[src/rtl/pctr_pkg.sv]
package pctr_pkg;
  typedef enum logic [1:0] {
    OP_HOLD  = 2'd0,
    OP_COUNT = 2'd1,
    OP_LOAD  = 2'd2,
    OP_CLEAR = 2'd3
  } pctr_op_e;
endpackage

[src/rtl/pctr_mode_dec.sv]
module pctr_mode_dec
  import pctr_pkg::*;
(
  input  logic     clr_n,
  input  logic     ld_n,
  input  logic     cnt_go,
  input  logic     cnt_thru,
  output pctr_op_e op
);
  // fixed priority: clear > load > count > hold
  always_comb begin
    if (!clr_n)                   op = OP_CLEAR;
    else if (!ld_n)               op = OP_LOAD;
    else if (cnt_go && cnt_thru)  op = OP_COUNT;
    else                          op = OP_HOLD;
  end
endmodule

[src/rtl/pctr_toggle_net.sv]
module pctr_toggle_net #(
  parameter int WIDTH = 4
) (
  input  logic [WIDTH-1:0] cur,
  input  logic             advance,
  output logic [WIDTH-1:0] flip
);
  // each bit flips when all lower bits are ones
  for (genvar i = 0; i < WIDTH; i++) begin : g_bit
    if (i == 0) begin : g_lsb
      assign flip[i] = advance;
    end else begin : g_upper
      assign flip[i] = advance & (&cur[i-1:0]);
    end
  end
endmodule

[src/rtl/pctr_carry.sv]
module pctr_carry #(
  parameter int WIDTH = 4
) (
  input  logic [WIDTH-1:0] cur,
  input  logic             cnt_thru,
  output logic             carry
);
  assign carry = cnt_thru & (&cur);
endmodule

[src/rtl/presettable_counter.sv]
module presettable_counter
  import pctr_pkg::*;
#(
  parameter int WIDTH = 4
) (
  input  logic             clk,
  input  logic             clr_n,
  input  logic             ld_n,
  input  logic             cnt_go,
  input  logic             cnt_thru,
  input  logic [WIDTH-1:0] din,
  output logic [WIDTH-1:0] cnt,
  output logic             carry
);
  pctr_op_e         op;
  logic [WIDTH-1:0] state_q;
  logic [WIDTH-1:0] state_d;
  logic [WIDTH-1:0] flip;

  pctr_mode_dec u_dec (
    .clr_n    (clr_n),
    .ld_n     (ld_n),
    .cnt_go   (cnt_go),
    .cnt_thru (cnt_thru),
    .op       (op)
  );

  pctr_toggle_net #(.WIDTH(WIDTH)) u_tog (
    .cur     (state_q),
    .advance (op == OP_COUNT),
    .flip    (flip)
  );

  pctr_carry #(.WIDTH(WIDTH)) u_carry (
    .cur      (state_q),
    .cnt_thru (cnt_thru),
    .carry    (carry)
  );

  for (genvar i = 0; i < WIDTH; i++) begin : g_next
    always_comb begin
      unique case (op)
        OP_CLEAR: state_d[i] = 1'b0;
        OP_LOAD:  state_d[i] = din[i];
        default:  state_d[i] = state_q[i] ^ flip[i];
      endcase
    end
  end

  always_ff @(posedge clk) begin
    state_q <= state_d;
  end

  assign cnt = state_q;
endmodule

[config.mk]
export PLATFORM = sky130hd
export DESIGN_NAME = presettable_counter
export DESIGN_NICKNAME = d
export VERILOG_FILES = /design/src/rtl/pctr_pkg.sv /design/src/rtl/pctr_mode_dec.sv /design/src/rtl/pctr_toggle_net.sv /design/src/rtl/pctr_carry.sv /design/src/rtl/presettable_counter.sv
export SDC_FILE = /design/constraint.sdc
export NUM_CORES = 1
export LEC_CHECK = 0
export BUFFER_PORTS_ARGS = -buffer_cell sky130_fd_sc_hd__buf_4
export CORE_AREA = 3 3 40 42
export CTS_CLUSTER_SIZE = 12
export DETAILED_ROUTE_END_ITERATION = 12
export DIE_AREA = 0 0 43 45
export GPL_TIMING_DRIVEN = 0
export PLACE_DENSITY = 0.4
export SLEW_MARGIN = 5
export SYNTH_ARGS = -nofsm -noshare
export SYNTH_HDL_FRONTEND = slang
export SYNTH_SLANG_ARGS = --single-unit
export TNS_END_PERCENT = 30
[constraint.sdc]
create_clock -name clk -period 1.83 [get_ports clk]
set_input_delay 0.366 -clock clk [delete_from_list [all_inputs] [get_ports clk]]
set_output_delay 0.366 -clock clk [all_outputs]
set_load 0.005 [all_outputs]
# --- Word-level counts from Yosys, hierarchy flattened ---
# Cells that the tools add are included.
classes:
  bitwise: 8
  n_reduce_logical: 4
  eq_ne: 3
  n_mux: 7
op_table:
  columns: ["op", "n"]
  rows:
  - ["case mux 1 bit (2 select lines)", 4]
  - ["AND 1 bit", 4]
  - ["== test 2 bit, second input constant", 2]
  - ["two-way mux 2 bit", 2]
  - ["AND reduction 4 bit", 1]
  - ["XOR 1 bit", 4]
  - ["AND reduction 3 bit", 1]
  - ["== test 2 x 1 -> 1 bit, second input constant", 1]
  - ["AND reduction 2 bit", 1]
  - ["logical AND 1 bit", 1]
  - ["two-way mux 1 bit", 1]
totals:
  word_cells: 23
  input_bits: 9
  register_bits: 4

# --- Longest topological paths before layout ---
# Gate-level depths: netlist (run 1).
logic_depth:
  depth_word: 8
  mapped_depth: 6
  ltp_nobuf: 5

# --- By module ---
# A second synthesis (run 1) with hierarchy kept.
hier_totals:
  hier_cells: 24
  hier_area_um2: 224.0
by_module_without_submodules:
  columns: ["module", "cells_each", "instances", "seq_area_each_um2", "area_each_um2"]
  rows:
  - ["presettable_counter", 14, 1, 80.1, 167.7]
  - ["pctr_toggle_net", 4, 1, 0.0, 31.3]
  - ["pctr_carry", 3, 1, 0.0, 12.5]
  - ["pctr_mode_dec", 3, 1, 0.0, 12.5]

# --- Least setup slack after synthesis (run 1) ---
# No wires, ideal clock.
synth_timing:
  path_kind: "in2reg"
  from: "in ld_n"
  to: "reg state_q[1], in the netlist cnt[1]"
  required_time_ns: 1.713
  path_buffers: 1
  arrival_time_ns: 1.131
  path_stages: 6
  path_slack_ns: 0.582
  path_cell_list: "buf_6 > and4_4 > ha_1 > xnor2_1 > nand2_1 > o211a_1"
synth_via:
  elab_chain_len: 6
synth_lines:
  columns: ["element", "line", "source"]
  rows:
  - ["from (decl)", "presettable_counter.sv:8", "input logic ld_n,"]
  - ["two-way mux 2 bit *", "pctr_mode_dec.sv:13", "else if (!ld_n) op = OP_LOAD;"]
  - ["two-way mux 2 bit *", "pctr_mode_dec.sv:12", "if (!clr_n) op = OP_CLEAR;"]
  - ["== test 2 x 1 -> 1 bit", "presettable_counter.sv:30", ".advance (op == OP_COUNT),"]
  - ["AND 1 bit", "pctr_toggle_net.sv:13", "assign flip[i] = advance & (&cur[i-1:0]);"]
  - ["XOR 1 bit", "presettable_counter.sv:45", "default: state_d[i] = state_q[i] ^ flip[i];"]
  - ["case mux 1 bit (2 select lines) *", "presettable_counter.sv:42", "unique case (op)"]
  - ["named net state_d[1]", "presettable_counter.sv:17", "logic [WIDTH-1:0] state_d;"]
  - ["to (signal assigned)", "presettable_counter.sv:51", "state_q <= state_d;"]
  - ["to (decl)", "presettable_counter.sv:16", "logic [WIDTH-1:0] state_q;"]
# Mark *: on every way through the listed nets, which the timed path passes. The rest lies on a longest branch.

# --- Final worst setup path (run 1) ---
layout_timing:
  from: "reg state_q[1], in the netlist cnt[1]"
  to: "out carry"
layout_via:
  elab_chain_len: 2
layout_lines:
  columns: ["element", "line", "source"]
  rows:
  - ["AND reduction 4 bit", "pctr_carry.sv:8", "assign carry = cnt_thru & (&cur);"]
  - ["AND 1 bit", "pctr_carry.sv:8", null]
  - ["to (decl)", "presettable_counter.sv:13", "output logic carry"]
# No other way between the ends.

==> results of run 1 <==
==> metrics by stage <==
step / worst slack, ns / power [mW] / hold WS [ns] / std cells
floorplan: 0.5822 / 0.1193 / 0.4942 / 26
global placement: 0.5279 / 0.1446 / 0.5903 / 53
detailed placement: 0.5275 / 0.1454 / 0.5958 / 53
CTS: 0.4822 / 0.2616 / 0.3471 / 56
global route: 0.4445 / 0.2697 / 0.3646 / 56
finish: 0.5032 / 0.2540 / 0.3534 / 56
==> per-layer routing <==
| layer | vias to the layer above | GRT usage (%) | wire [um] |
|---|---|---|---|
| met1 | 110 | 6.250 | 268 |
| met5 | - | 0 | 0 |
| met2 | 7 | 10.18 | 288 |
| met4 | 0 | 7.229 | 0 |
| met3 | 0 | 4.382 | 43 |
| li1 | 127 | - | - |
==> final cells by class <==
cell class / count / area, um^2
inverters: 1 / 3.754
clock buffers: 3 / 22.52
plain buffers: 1 / 11.26
multi-input cells: 20 / 137.6
well taps: 15 / 18.77
flip-flops and latches: 4 / 80.08
repair buffers: 12 / 90.09
fillers: 148 / 920.9
==> cells by family (layout without fill, tap and decap cells) <==
kind of cell | Yosys count | count (layout) | share of synthesized area (%)
adder cells (fa/ha/maj) | 1 | 1 | 5.375
flip-flops | 4 | 4 | 34.41
AO/OA/AOI/OAI | 5 | 5 | 15.59
multiplexers | 1 | 1 | 4.301
XOR/XNOR | 1 | 1 | 3.764
buffers and inverters | 2 | 17 | 6.450
AND/OR/NAND/NOR | 12 | 12 | 30.11
==> power by group <==
group,internal (mW),switching (mW),leakage (nW),total [mW]
registers,0.0937,0.00683,0.0332,0.101
logic,0.0276,0.0149,0.135,0.0425
clock network,0.0735,0.0375,0.0138,0.111
==> worst max-delay path, stage by stage (launching register included) <==
cell     delay (ns)
dfxtp_1        0.40
nand2_1        0.09
nor2_1         0.12
buf_4          0.12
==> placed cells by master (no fill, tap or decap) <==
cell	Yosys	routed
buf_4	0	12
dfxtp_1	4	4
clkbuf_4	0	3
nand2_1	2	2
nand3_1	2	2
and3_1	2	2
buf_6	1	1
and4_4	1	1
inv_1	1	1
nor3b_1	1	1
a31oi_1	1	1
a311o_1	1	1
nand2b_1	1	1
a21oi_1	1	1
o21ai_0	1	1
nor3_1	1	1
mux2i_1	1	1
nor2b_1	1	1
nor2_1	1	1
xnor2_1	1	1
o211a_1	1	1
ha_1	1	1
==> worst max-delay path by stage <==
stage                         from             end  cells after the start
finish              cnt[1]$_DFF_P_           carry                      3
floorplan                     ld_n  cnt[1]$_DFF_P_                      6
CTS                 cnt[1]$_DFF_P_           carry                      3
detailed placement          cnt_go  cnt[1]$_DFF_P_                      6
global placement            cnt_go  cnt[1]$_DFF_P_                      6
global route        cnt[0]$_DFF_P_           carry                      3
==> results.sh, run 1 <==
export IMPL_wl_per_cell_um=10.71
export IMPL_irDropWorstVdd_v=0.0002551
export IMPL_grt_setup_unrepaired="false"
export IMPL_drt_iter0_markers=1
export IMPL_worstHoldPathCells=2
export IMPL_antennaDiodeCount=0
export IMPL_tns_ns=0
export IMPL_grt_max_degree=9
export IMPL_clk_latency_ns=0.23
export IMPL_r2r_slack_ns=0.84
export IMPL_cts_max_level=1
export IMPL_postCtsSetupBuffers=0
export IMPL_routed_wl_um=600
export IMPL_dr_pass1_iters=2
export IMPL_syn_to_final_growth_pct=56.45
export IMPL_post_route_util_pct=28.34
export IMPL_cts_sinks=4
export IMPL_die_w_um=43
export IMPL_outcome="finished, final reports clean"
export IMPL_io_pins=14
export IMPL_crit_arrival_ns=0.96
export IMPL_synth_flop_cell="dfxtp_1"
export IMPL_initial_utilization_pct=18.11
export IMPL_powerDensity_nw_per_um2=697.7
export IMPL_async_flop_share_pct=0
export IMPL_largest_register_ffs=4
export IMPL_hold_viol_final=0
export IMPL_yosysSeqAreaShare_pct=34.41
export IMPL_rr_endpoint="cnt[1]$_DFF_P_"
export IMPL_dieArea_um2=1935
export IMPL_dpl_cell_area_um2=341.6
export IMPL_fmax_mhz=753.7
export IMPL_die_h_um=45
export IMPL_synth_area_leader_cell="dfxtp_1"
export IMPL_fp_coreArea_um2=1285
export IMPL_clock_skew_ns=0.003083
export IMPL_synthCells=26
export IMPL_grt_usage_pct=6.905
export IMPL_clk_pin_slew_ns=0.04
export IMPL_grt_pass1_vias=219
export IMPL_drive_above_1_share_pct=41.46
export IMPL_ys_seq_elements=4
export IMPL_worst_hold_path_endpoint="cnt[1]$_DFF_P_"
export IMPL_ys_types=20
export IMPL_worst_slew_pin_slew_ns=0.1771
export IMPL_reg2regPathDepth=4
export IMPL_grt_antenna_before_repair=0
export IMPL_yosys_area_top_type_share_pct=34.41
export IMPL_maxSlewViolCount=0
export IMPL_viasPerCell=4.357
export IMPL_drv_cap=0
export IMPL_min_period_ns=1.327
export IMPL_drc_errors=0
export IMPL_clockBufferDepth=2
export IMPL_grt_ovfl_total=0
export IMPL_final_cell_area_um2=364.1
export IMPL_rr_startpoint="cnt[0]$_DFF_P_"
export IMPL_cts_made_buffers=3
export IMPL_yosysWarnings=0
export IMPL_port_buffers=12
export IMPL_worstHoldPathType="input port to flop"
export IMPL_synthMostInstantiatedCell="dfxtp_1"
export IMPL_grt_first_pass_wirelength_um=903
export IMPL_gp_congestion=0.7063
export IMPL_period_share_pct=72.50
export IMPL_cts_tree="yes"
export IMPL_worstSetupEndpointType="output pin"
export IMPL_crit_fanout=5
export IMPL_synth_area_um2=232.7
export IMPL_min_delay_start="din[1]"
export IMPL_synthTopCellsByArea="dfxtp_1 34%, and3_1 5.4%, ha_1 5.4%"
export IMPL_path_class="flop to output pin"
export IMPL_synth_edff_count=0
export IMPL_nNetsFinal=53
export IMPL_syn_nets=36
export IMPL_cts_resized=0
export IMPL_cts_root_buffer="clkbuf_4"
export IMPL_relSlewSlack_pct=88.18
export IMPL_ant_nets=0
export IMPL_vias=244
export IMPL_avgSynthCellArea_um2=8.951
export IMPL_cts_hold_buf=0
export IMPL_num_rows=13
export IMPL_critPathRequiredTime_ns=1.46
export IMPL_power_leakage_nw=0.1819
export IMPL_crit_path_start_kind="flop"
export IMPL_synth_common_cells="4 x dfxtp_1, 2 x and3_1, 2 x nand2_1, 2 x nand3_1"
export IMPL_setup_viol=0
Note: power is estimated with default switching activity, not from simulation.
==> run 2: changes to the inputs <==
==> constraint.sdc (replaced) <==
create_clock -name clk -period 1.24 [get_ports clk]
set_input_delay 0.248 -clock clk [delete_from_list [all_inputs] [get_ports clk]]
set_output_delay 0.248 -clock clk [all_outputs]
set_load 0.005 [all_outputs]
==> results.sh, run 2 (synthesis gave the netlist of run 1 again) <==
export IMPL_outcome="finished, final reports clean"
export IMPL_crit_path_start_kind="flop"
export IMPL_grt_setup_unrepaired="false"
export IMPL_die_h_um=45
export IMPL_worst_slew_pin_slew_ns=0.1742
export IMPL_min_period_ns=1.149
export IMPL_dieArea_um2=1935
export IMPL_power_internal_uw=288.6
export IMPL_grt_pass1_vias=219
export IMPL_critical_path_slowest_cell="dfxtp_1"
export IMPL_largest_register_ffs=4
export IMPL_maxSlewViolCount=0
export IMPL_highest_layer="met3"
export IMPL_layout_common_cells="12 x buf_4, 3 x clkbuf_4"
export IMPL_cts_max_level=1
export IMPL_cts_sinks=4
export IMPL_cp_cell_sequence="nand3_1 -> nor2_1 -> buf_4"
export IMPL_crit_fanout=5
export IMPL_cts_made_buffers=3
export IMPL_viasPerCell=4.357
export IMPL_path_buf_inv=1
export IMPL_gp_congestion=0.7063
export IMPL_relSlewSlack_pct=88.36
export IMPL_crit_arrival_ns=0.90
export IMPL_p_clk_share_pct=43.7
export IMPL_dr_pass1_iters=3
export IMPL_path_class="flop to output pin"
export IMPL_grt_antenna_before_repair=0
export IMPL_powerDensity_nw_per_um2=1028
export IMPL_wl_per_cell_um=10.73
export IMPL_cpPeakStageDelay_ns=0.37
export IMPL_grt_first_pass_wirelength_um=903
export IMPL_drt_iter0_markers=1
export IMPL_drive_above_1_share_pct=46.34
export IMPL_layout_commonest_cell="buf_4"
export IMPL_num_rows=13
export IMPL_seqPwrFrac_pct=39.7
export IMPL_clk_latency_ns=0.24
export IMPL_fmax_mhz=870.4
export IMPL_grt_ovfl_total=0
export IMPL_wl_met2_um=288
export IMPL_grt_usage_pct=6.905
export IMPL_syn_to_final_growth_pct=57.53
export IMPL_drc_errors=0
export IMPL_setup_ws_ns=0.09105
export IMPL_path_delay_family="flip-flops"
export IMPL_irDropWorstVdd_v=0.0003826
export IMPL_power_leakage_nw=0.1825
export IMPL_antennaDiodeCount=0
export IMPL_holdWs_ns=0.2338
export IMPL_routed_wl_um=601
export IMPL_postCtsSetupBuffers=0
export IMPL_critPathRequiredTime_ns=0.99
export IMPL_drv_cap=0
export IMPL_vias=244
export IMPL_cts_root_buffer="clkbuf_4"
export IMPL_clock_skew_ns=0.003953
export IMPL_grt_max_degree=9
export IMPL_die_w_um=43
export IMPL_cts_tree="yes"
export IMPL_ant_nets=0
export IMPL_clockBufferDepth=2
export IMPL_hold_viol_final=0
export IMPL_port_buffers=12
export IMPL_initial_utilization_pct=18.11
export IMPL_final_cell_area_um2=366.6
export IMPL_io_pins=14
export IMPL_worstSetupEndpointType="output pin"
export IMPL_combPwrFrac_pct=16.7
export IMPL_clk_pin_slew_ns=0.04
export IMPL_period_share_pct=92.66
export IMPL_fp_coreArea_um2=1285
export IMPL_met3_length_um=44
export IMPL_setup_viol=0
export IMPL_r2r_slack_ns=0.27
export IMPL_wl_met1_um=268
export IMPL_dpl_cell_area_um2=341.6
export IMPL_tns_ns=0
export IMPL_swShare_pct=23.41
export IMPL_worstHoldPathType="input port to flop"
export IMPL_net_switching_power_uw=88.21
export IMPL_pre_cts_slack_ns=0.05548
export IMPL_nNetsFinal=53
==> run 2: power groups by stage <==
stage | Combinational (mW) | Sequential, mW | Clock (mW)
after global placement | 0.0628 | 0.150 | 0
after detailed placement | 0.0640 | 0.151 | 0
final | 0.0628 | 0.149 | 0.165
after CTS | 0.0641 | 0.149 | 0.173
after global routing | 0.0702 | 0.151 | 0.179
after floorplan | 0.0264 | 0.150 | 0
==> run 2: stage by stage <==
| step | total power, mW | cells | utilization, % |
|---|---|---|---|
| floorplan | 0.1760 | 26 | - |
| global placement | 0.2133 | 53 | 26.58 |
| detailed placement | 0.2146 | 53 | 26.58 |
| CTS | 0.3861 | 56 | 28.34 |
| global route | 0.3993 | 56 | 28.53 |
| finish | 0.3769 | 56 | 28.53 |
==> run 2: cell type report <==
class	instances	area, um^2
Buffer	1	11.26
Clock buffer	3	22.52
Fill cell	150	918.4
Inverter	1	3.754
Multi-Input combinational cell	20	137.6
Sequential cell	4	82.58
Tap cell	15	18.77
Timing Repair Buffer	12	90.09
==> run 2: path summary, 6_finish.rpt <==
kind / start / endpoint / cells past startpoint
max: cnt[2]$_DFF_P_ / carry / 3
min: din[1] / cnt[1]$_DFF_P_ / 2
max reg2reg: cnt[0]$_DFF_P_ / cnt[1]$_DFF_P_ / 4
min reg2reg: cnt[3]$_DFF_P_ / cnt[3]$_DFF_P_ / 2
==> run 2: per-layer routing <==
layer,vias up,global-route usage [%]
met4,0,7.229
met5,-,0
met3,0,4.382
met2,7,10.18
met1,110,6.250
li1,127,-
==> run 2: what timing repair did <==
| action | 4_1_cts | 5_1_grt |
|---|---|---|
| resized for setup | 0 | 2 |
| hold buffers | 0 | 0 |
| setup endpoints to repair | 0 | 1 |
==> run 3: changes to the inputs <==
--- a/config.mk
+++ b/config.mk
@@ -11,7 +11,6 @@
 export DETAILED_ROUTE_END_ITERATION = 12
 export DIE_AREA = 0 0 43 45
 export GPL_TIMING_DRIVEN = 0
-export PLACE_DENSITY = 0.4
 export SLEW_MARGIN = 5
 export SYNTH_ARGS = -nofsm -noshare
 export SYNTH_HDL_FRONTEND = slang
==> results.sh, run 3 (synthesis gave the netlist of run 1 again) <==
export IMPL_outcome="finished, final reports clean"
export IMPL_crit_fanout=5
export IMPL_cts_made_buffers=3
export IMPL_path_delay_family="flip-flops"
export IMPL_seqPwrFrac_pct=40.4
export IMPL_powerDensity_nw_per_um2=1012
export IMPL_cp_cell_sequence="nand2_1 -> nor2_1 -> buf_4"
export IMPL_min_delay_start="din[1]"
export IMPL_worst_hold_path_endpoint="cnt[1]$_DFF_P_"
export IMPL_grt_antenna_before_repair=0
export IMPL_die_h_um=45
export IMPL_gp_congestion=0.6915
export IMPL_dpl_cell_count=53
export IMPL_irDropWorstVdd_v=0.0004399
export IMPL_fin_cells=56
export IMPL_antennaDiodeCount=0
export IMPL_reg2regPathDepth=4
export IMPL_p_clk_share_pct=42.7
export IMPL_crit_arrival_ns=0.94
export IMPL_fp_coreArea_um2=1285
export IMPL_worstSetupEndpointType="output pin"
export IMPL_holdWs_ns=0.2407
export IMPL_cts_root_buffer="clkbuf_4"
export IMPL_clockBufferDepth=2
export IMPL_cts_resized=0
export IMPL_worst_slew_pin_slew_ns=0.1717
export IMPL_post_route_util_pct=28.53
export IMPL_setup_viol=0
export IMPL_path_class="flop to output pin"
export IMPL_cts_tree="yes"
export IMPL_drc_errors=0
export IMPL_grt_max_degree=9
export IMPL_grt_first_pass_wirelength_um=952
export IMPL_rr_endpoint="cnt[1]$_DFF_P_"
export IMPL_dieArea_um2=1935
export IMPL_path_buf_inv=1
export IMPL_worstHoldPathType="input port to flop"
export IMPL_crit_path_start_kind="flop"
export IMPL_cts_sinks=4
export IMPL_cts_hold_buf=0
export IMPL_r2r_slack_ns=0.23
export IMPL_worstHoldPathCells=2
export IMPL_layout_commonest_cell="buf_4"
export IMPL_combPwrFrac_pct=16.8
export IMPL_largest_register_ffs=4
export IMPL_dr_pass1_iters=4
export IMPL_cp_depth=3
export IMPL_wl_per_cell_um=10.55
export IMPL_viasPerCell=4.321
export IMPL_maxSlewViolCount=0
export IMPL_cpPeakStageDelay_ns=0.39
export IMPL_nNetsFinal=53
export IMPL_port_buffers=12
export IMPL_grt_pass1_vias=224
export IMPL_critPathRequiredTime_ns=0.99
export IMPL_ant_nets=0
export IMPL_drt_iter0_markers=7
export IMPL_tns_ns=0
export IMPL_rr_startpoint="cnt[0]$_DFF_P_"
export IMPL_min_period_ns=1.183
export IMPL_net_switching_power_uw=82.62
export IMPL_vias=242
export IMPL_grt_ovfl_total=0
export IMPL_clock_skew_ns=0.001358
export IMPL_routed_wl_um=591
export IMPL_drive_above_1_share_pct=46.34
export IMPL_critical_path_slowest_cell="dfxtp_1"
export IMPL_clk_pin_slew_ns=0.04
export IMPL_power_internal_uw=288.3
export IMPL_clk_latency_ns=0.23
export IMPL_power_leakage_nw=0.1825
export IMPL_io_pins=14
export IMPL_syn_to_final_growth_pct=57.53
export IMPL_num_rows=13
export IMPL_fmax_mhz=845.2
export IMPL_cts_max_level=1
export IMPL_postCtsSetupBuffers=0
export IMPL_swShare_pct=22.27
export IMPL_period_share_pct=95.41
export IMPL_die_w_um=43
export IMPL_hold_viol_final=0
export IMPL_relSlewSlack_pct=88.53
export IMPL_grt_usage_pct=7.000
export IMPL_layout_common_cells="12 x buf_4, 3 x clkbuf_4"
export IMPL_grt_setup_unrepaired="false"
export IMPL_initial_utilization_pct=18.11
export IMPL_drv_cap=0
==> run 3: layout make-up <==
type / instances / area (um^2)
fillers: 143 / 918.4
well taps: 15 / 18.77
flip-flops and latches: 4 / 82.58
repair buffers: 12 / 90.09
plain buffers: 1 / 11.26
clock buffers: 3 / 22.52
multi-input cells: 20 / 137.6
inverters: 1 / 3.754
==> run 3: how the worst max path moves through the flow <==
stage	slack, ns	to	start
2_1_floorplan	0.11	cnt[1]$_DFF_P_	ld_n
5_1_grt	0.0007	carry	cnt[0]$_DFF_P_
3_3_place_gp	0.05	cnt[1]$_DFF_P_	cnt_go
6_report	0.06	carry	cnt[0]$_DFF_P_
3_5_place_dp	0.05	cnt[1]$_DFF_P_	cnt_go
4_1_cts	0.03	carry	cnt[1]$_DFF_P_
==> run 3: power by group through the flow <==
stage | registers (mW) | logic, mW | clock network [mW]
after floorplan | 0.150 | 0.0264 | 0
after global placement | 0.151 | 0.0630 | 0
after detailed placement | 0.151 | 0.0636 | 0
after CTS | 0.149 | 0.0638 | 0.166
after global routing | 0.152 | 0.0692 | 0.174
final | 0.150 | 0.0624 | 0.159
==> run 3: routing by layer <==
| metal | share of wire, % | vias up | global-route usage [%] | routed length, um |
|---|---|---|---|---|
| li1 | - | 125 | - | - |
| met1 | 41 | 108 | 6.763 | 240 |
| met2 | 47 | 9 | 10.48 | 280 |
| met3 | 12 | 0 | 4.781 | 70 |
| met4 | 0 | 0 | 5.422 | 0 |
| met5 | 0 | - | 0 | 0 |
==> run 3: per-stage QoR <==
step	setup slack, ns	total power [mW]	cell area, um^2
CTS	0.03423	0.3790	364.1
floorplan	0.1102	0.1760	232.7
detailed placement	0.04905	0.2145	341.6
finish	0.05688	0.3709	366.6
global placement	0.05137	0.2138	341.6
global route	0.0007149	0.3949	366.6
